[src/rtl/i2c_rx_pkg.sv]
package i2c_rx_pkg;
  localparam int DATA_W = 8;
  localparam int WORD_W = DATA_W + 1;

  typedef struct packed {
    logic en;
    logic txrx;
    logic dly;
  } mode_t;

  // Build the receive word from the shifted byte (first bit in sh[7]).
  function automatic logic [WORD_W-1:0] pack_word(input logic split,
                                                   input logic [DATA_W-1:0] sh,
                                                   input logic ack);
    if (split) return {sh[0], ack, sh[DATA_W-1:1]};
    return {ack, sh};
  endfunction
endpackage

[src/rtl/i2c_pin_filter.sv]
module i2c_pin_filter #(
  parameter int SYNC_STAGES = 2,
  parameter int FILT_W = 4,
  parameter bit RST_VAL = 1'b1
) (
  input  logic              clk,
  input  logic              rst_n,
  input  logic              pin_i,
  input  logic [FILT_W-1:0] len_i,
  output logic              filt_o
);
  logic [SYNC_STAGES-1:0] sync_q;
  logic [FILT_W-1:0]      run_q;
  logic [FILT_W-1:0]      run_nx;

  assign run_nx = run_q + FILT_W'(1);

  always_ff @(posedge clk or negedge rst_n) begin
    if (!rst_n) begin
      sync_q <= {SYNC_STAGES{RST_VAL}};
      run_q  <= '0;
      filt_o <= RST_VAL;
    end else begin
      sync_q <= {sync_q[SYNC_STAGES-2:0], pin_i};
      if (sync_q[SYNC_STAGES-1] != filt_o) begin
        if (run_nx >= len_i) begin
          filt_o <= sync_q[SYNC_STAGES-1];
          run_q  <= '0;
        end else begin
          run_q <= run_nx;
        end
      end else begin
        run_q <= '0;
      end
    end
  end
endmodule

[src/rtl/i2c_bit_seq.sv]
module i2c_bit_seq
  import i2c_rx_pkg::*;
(
  input  logic              clk,
  input  logic              rst_n,
  input  logic              scl_f,
  input  logic              sda_f,
  input  mode_t             mode,
  output logic              ev_ack,
  output logic              ev_nack,
  output logic              ev_rx,
  output logic              ev_tx,
  output logic              ld,
  output logic [WORD_W-1:0] ld_data
);
  localparam int ACK_POS = DATA_W + 1;
  localparam int CNT_W = $clog2(ACK_POS + 1);

  mode_t             mode_q;
  logic              mode_chg;
  logic              scl_d;
  logic              rise, fall;
  logic              rise9, fall9, fall_next;
  logic [CNT_W-1:0]  cnt_q;
  logic [DATA_W-1:0] sh_q;
  logic              ack_q;
  logic              pend_tx_q;
  logic              split;

  assign mode_chg  = (mode != mode_q);
  assign rise      = scl_f & ~scl_d;
  assign fall      = ~scl_f & scl_d;
  assign rise9     = rise && (cnt_q == CNT_W'(DATA_W));
  assign fall9     = fall && (cnt_q == CNT_W'(ACK_POS));
  assign fall_next = fall && (cnt_q == CNT_W'(1)) && pend_tx_q;
  assign split     = mode.txrx & mode.dly;

  always_ff @(posedge clk or negedge rst_n) begin
    if (!rst_n) begin
      mode_q    <= '0;
      scl_d     <= 1'b1;
      cnt_q     <= '0;
      sh_q      <= '0;
      ack_q     <= 1'b0;
      pend_tx_q <= 1'b0;
      ev_ack    <= 1'b0;
      ev_nack   <= 1'b0;
      ev_rx     <= 1'b0;
      ev_tx     <= 1'b0;
      ld        <= 1'b0;
      ld_data   <= '0;
    end else begin
      mode_q  <= mode;
      scl_d   <= scl_f;
      ev_ack  <= 1'b0;
      ev_nack <= 1'b0;
      ev_rx   <= 1'b0;
      ev_tx   <= 1'b0;
      ld      <= 1'b0;
      if (mode_chg || !mode.en) begin
        cnt_q     <= '0;
        pend_tx_q <= 1'b0;
      end else begin
        if (rise) begin
          cnt_q <= (cnt_q == CNT_W'(ACK_POS)) ? CNT_W'(1) : cnt_q + CNT_W'(1);
          if (cnt_q != CNT_W'(DATA_W)) sh_q <= {sh_q[DATA_W-2:0], sda_f};
          else                        ack_q <= sda_f;
        end
        if (rise9) begin
          ld      <= 1'b1;
          ld_data <= pack_word(split, sh_q, sda_f);
          if (!mode.txrx) begin
            ev_ack  <= ~sda_f;
            ev_nack <= sda_f;
          end else if (!mode.dly) begin
            ev_tx <= 1'b1;
          end
        end
        if (fall9) begin
          if (mode.dly) begin
            ld      <= 1'b1;
            ld_data <= pack_word(split, sh_q, ack_q);
          end
          if (mode.txrx) begin
            ev_rx <= 1'b1;
            if (mode.dly) pend_tx_q <= 1'b1;
          end
        end
        if (fall_next) begin
          ev_tx     <= 1'b1;
          pend_tx_q <= 1'b0;
        end
      end
    end
  end
endmodule

[src/rtl/i2c_rxbuf_stream.sv]
module i2c_rxbuf_stream
  import i2c_rx_pkg::*;
(
  input  logic              clk,
  input  logic              rst_n,
  input  logic              ld,
  input  logic [WORD_W-1:0] ld_data,
  output logic [WORD_W-1:0] rx_data,
  output logic              rx_valid,
  input  logic              rx_ready
);
  always_ff @(posedge clk or negedge rst_n) begin
    if (!rst_n) begin
      rx_data  <= '0;
      rx_valid <= 1'b0;
    end else if (ld) begin
      rx_data  <= ld_data;
      rx_valid <= 1'b1;
    end else if (rx_valid && rx_ready) begin
      rx_valid <= 1'b0;
    end
  end
endmodule

[src/rtl/i2c_rx_event_ctrl.sv]
module i2c_rx_event_ctrl
  import i2c_rx_pkg::*;
#(
  parameter int SYNC_STAGES = 2,
  parameter int FILT_W = 4
) (
  input  logic              clk,
  input  logic              rst_n,
  input  logic              scl_in,
  input  logic              sda_in,
  input  logic [FILT_W-1:0] filt_len,
  input  logic              mode_en,
  input  logic              mode_txrx,
  input  logic              mode_dly,
  input  logic              sda_init,
  output logic              sda_out,
  output logic              scl_rest,
  output logic              irq_ack,
  output logic              irq_nack,
  output logic              irq_rx,
  output logic              irq_tx,
  output logic [WORD_W-1:0] rx_data,
  output logic              rx_valid,
  input  logic              rx_ready
);
  localparam int NPINS = 2;
  localparam int PIN_SDA = 0;
  localparam int PIN_SCL = 1;

  logic [NPINS-1:0]  pin_raw;
  logic [NPINS-1:0]  pin_flt;
  mode_t             mode;
  logic              buf_ld;
  logic [WORD_W-1:0] buf_word;

  assign pin_raw = {scl_in, sda_in};
  assign mode    = '{en: mode_en, txrx: mode_txrx, dly: mode_dly};

  for (genvar g = 0; g < NPINS; g++) begin : g_pin
    i2c_pin_filter #(
      .SYNC_STAGES(SYNC_STAGES),
      .FILT_W(FILT_W),
      .RST_VAL(1'b1)
    ) u_flt (
      .clk   (clk),
      .rst_n (rst_n),
      .pin_i (pin_raw[g]),
      .len_i (filt_len),
      .filt_o(pin_flt[g])
    );
  end

  i2c_bit_seq u_seq (
    .clk    (clk),
    .rst_n  (rst_n),
    .scl_f  (pin_flt[PIN_SCL]),
    .sda_f  (pin_flt[PIN_SDA]),
    .mode   (mode),
    .ev_ack (irq_ack),
    .ev_nack(irq_nack),
    .ev_rx  (irq_rx),
    .ev_tx  (irq_tx),
    .ld     (buf_ld),
    .ld_data(buf_word)
  );

  i2c_rxbuf_stream u_buf (
    .clk     (clk),
    .rst_n   (rst_n),
    .ld      (buf_ld),
    .ld_data (buf_word),
    .rx_data (rx_data),
    .rx_valid(rx_valid),
    .rx_ready(rx_ready)
  );

  always_ff @(posedge clk or negedge rst_n) begin
    if (!rst_n)        sda_out <= 1'b1;
    else if (!mode_en) sda_out <= sda_init;
  end

  assign scl_rest = ~mode_dly;
endmodule

[config.mk]
export PLATFORM = sky130hd
export DESIGN_NAME = i2c_rx_event_ctrl
export DESIGN_NICKNAME = d
export VERILOG_FILES = /design/src/rtl/i2c_rx_pkg.sv /design/src/rtl/i2c_pin_filter.sv /design/src/rtl/i2c_bit_seq.sv /design/src/rtl/i2c_rxbuf_stream.sv /design/src/rtl/i2c_rx_event_ctrl.sv
export SDC_FILE = /design/constraint.sdc
export NUM_CORES = 1
export LEC_CHECK = 0
export BUFFER_PORTS_ARGS = -buffer_cell sky130_fd_sc_hd__clkbuf_2
export CAP_MARGIN = 20
export CORE_MARGIN = 4
export CORE_UTILIZATION = 40
export DETAILED_ROUTE_END_ITERATION = 6
export GPL_TIMING_DRIVEN = 0
export PLACE_DENSITY_LB_ADDON = 0.2
export SLEW_MARGIN = 20
export SYNTH_ARGS = -nofsm -noshare
export SYNTH_HDL_FRONTEND = slang
export SYNTH_SLANG_ARGS = --single-unit
[constraint.sdc]
create_clock -name clk -period 2.6 [get_ports clk]
set_clock_uncertainty 0.05 [all_clocks]
set_input_delay 0 -clock clk [delete_from_list [all_inputs] [get_ports clk]]
set_output_delay 0 -clock clk [all_outputs]
set_load 0.01 [all_outputs]
==> qor.yml <==
cells_and_area:
  area_growth_pct: 20.7
  num_antenna_cells: 0
  nets: 264
  stdcell_area_mm2: 0.00310
  finish.utilization_pct: 51.2
  mostFrequentLayoutCell: "dfrtp_1"
  drive_gt1_share_pct: 37.6
  final_cell_mix: "49 x dfrtp_1, 28 x clkbuf_2, 26 x mux2_2, 11 x clkbuf_8, 10 x ha_1"
timing:
  worstMarginPinSlew_ns: 0.576
  setup_tns_ns: 0
  rsz0062_at_grt: "no"
  relSlewSlack_pct: 61.6
  period_minus_slack_ns: 1.99
  fin_crit_sh_pct: 76.6
  hold_viol_final: 0
  setup_violations: 0
  drv_slew: 0
  fmax_mhz: 502
global_routing:
  top_usage_layer: "met2"
  grt_pass1_vias: 1571
  grt_max_degree: 31
  grt_use_met1_pct: 16.7
  grt_pass1_wl_um: 7290
  gr-usage-all-layers_pct: 12.6
  grtUsageMet2_pct: 17.8
  antenna_found_initial: 0
  grt_overflow: 0
  met3_usage_pct: 4.42
cts:
  cts_buffer_depth: 2
  post_cts_buffers: 0
  clk_pin_slew_ns: 0.06
  clock_latency_ns: 0.33
  clock_tree.root_cell: "clkbuf_8"
  cts_sinks: 57
  cts.htree.levels: 3
  numCtsBuffers: 9
  tritoncts: "done"
place:
  io_buffers: 28
  dp_hpwl_um: 2910
  placed_area_mm2: 0.00283
  globalplace.congestion: 0.728
synthesis:
  syn-num-nets: 216
  synth-compound-area-share_pct: 5.40
  synthDistinctLibCells: 37
  yosys-mux-area-fraction_pct: 18.1
  synth-edff-count: 0
  synth_cells: 193
  synthSimpleGateAreaFrac_pct: 9.79
  synth_top_area_cell: "dfrtp_1"
  ys.flop_type: "dfrtp_1"
  ys_top_cells_by_area: "dfrtp_1 48%, mux2_2 11%, dfstp_2 8.2%"
  ys_seq_area_share_pct: 55.9
  yosys.area_share.xor_xnor_pct: 3.07
  ys_ff_latch: 57
  yosys.area.top_type_share_pct: 47.7
  syn-mean-instance-area_um2: 13.3
  synth_top_family_by_area: "multiplexers"
  synth_area_mm2: 0.00257
  yosysWarnings: 0
  synthAdderAreaFrac_pct: 4.87
  async_flop_share_pct: 100
floorplanning:
  die-width_um: 88.2
  die-area_mm2: 0.00777
  start_util_pct: 42.4
  coreArea_mm2: 0.00606
  io_pins: 29
  die_h_um: 88.2
  row_count: 28
setup_path:
  r2r-start: "u_seq.cnt_q[1]"
  cp-start-kind: "flip-flop"
  critPathArrivalTime_ns: 2.16
  required_ns: 2.77
  r2r_end: "u_seq.ld_data[3]"
  cp-end-kind: "flip-flop"
  rr_worst_depth: 5
  crit_fanout: 10
  crit_type: "reg2reg"
  rrSetupSlack_ns: 0.61
drt:
  drt_iter0_markers: 42
  viasPerCell: 4.87
  dr.pass1.iters: 4
  drt.antenna.violating_nets: 0
  routed_wl_um: 4220
  vias: 1557
  wire_per_inst_um: 13.2
  route.detailed.drc: 0
run_status:
  status: "completed"
hold_path:
  hold_path.class: "in2async"
power:
  powerDensity_mw_per_mm2: 720
  leakage_uw: 0.00157
  p_total_uw: 2230
  peakVddDrop_mv: 0.378
flow_run:
  max_cap_viol_count: 0
[worst max-delay path by stage]
stage,to,slack [ns],start,depth (start not counted)
2_1_floorplan,u_seq.sh_q[0],0.84,g_pin[1].u_flt.filt_o,4
3_5_place_dp,u_seq.ld_data[3],0.59,u_seq.cnt_q[1],5
6_report,u_seq.ld_data[3],0.61,u_seq.cnt_q[1],5
3_3_place_gp,u_seq.ld_data[2],0.63,u_seq.cnt_q[1],5
4_1_cts,u_seq.ld_data[3],0.59,u_seq.cnt_q[1],5
5_1_grt,u_seq.ld_data[0],0.37,u_seq.cnt_q[1],5
[cell type report]
type                    instances  area, µm²
multi-input cells             121       1060
plain buffers                   7       45.0
clock buffers                  12        155
well taps                      75       93.8
flip-flops and latches         57       1440
fillers                       549       2960
repair buffers                 37        243
clock inverters                 3       40.0
inverters                       8       30.0
[sequential cells by signal (all words and copies together) (netlist names), 2 cells and up]
register            count
g_pin.u_flt.filt_o      2
g_pin.u_flt.run_q       8
g_pin.u_flt.sync_q      4
u_buf.rx_data           9
u_seq.cnt_q             4
u_seq.ld_data           9
u_seq.mode_q            3
u_seq.sh_q              8
[layer usage]
layer	vias up	part of all wire, %
li1	774	-
met1	747	49
met2	26	43
met3	10	5.4
met4	0	2.5
met5	-	0
[power by group]
group          switching [µW]  internal [µW]
combinational             189            182
clock                     327            486
sequential               63.6            985
[per-stage QoR]
stage	hold slack (ns)	std cells	worst slack (ns)
3_3_place_gp	0.0376	296	0.627
3_5_place_dp	-0.0675	297	0.594
5_1_grt	0.141	320	0.368
4_1_cts	0.112	320	0.590
2_1_floorplan	-0.346	193	0.838
6_report	0.111	320	0.607
[logic make-up (layout without fill, tap and decap cells)]
kind of cell,Yosys count,after routing
multiplexers,39,39
AND/OR/NAND/NOR,43,43
AO/OA/AOI/OAI,20,20
adder cells (fa/ha/maj),10,10
XOR/XNOR,9,9
buffers and inverters,15,67
flip-flops,57,57
[synth_stat cells (4+ instances only)]
cell type,n
dfstp_2,8
xor2_1,5
mux2i_1,4
nand3_1,4
nand2_1,5
inv_1,8
ha_1,10
o21ai_0,4
mux2_4,8
dfrtp_1,49
a21oi_1,6
xnor2_1,4
nor2_1,8
nor3b_1,5
mux2_2,26
nor2b_1,7
[repair_timing]
item,CTS,global route
hold buffers,8,0
resized for setup,0,0
endpoints found under the hold margin,60,0
[critical path, stage by stage, from the launching register on]
cell and delay [ns]:
dfrtp_1 0.36, clkbuf_2 0.17, nor3b_1 0.35, nand3_1 0.19, a21oi_4 0.38, mux2_2 0.38
(Power assumes the default switching activity.)
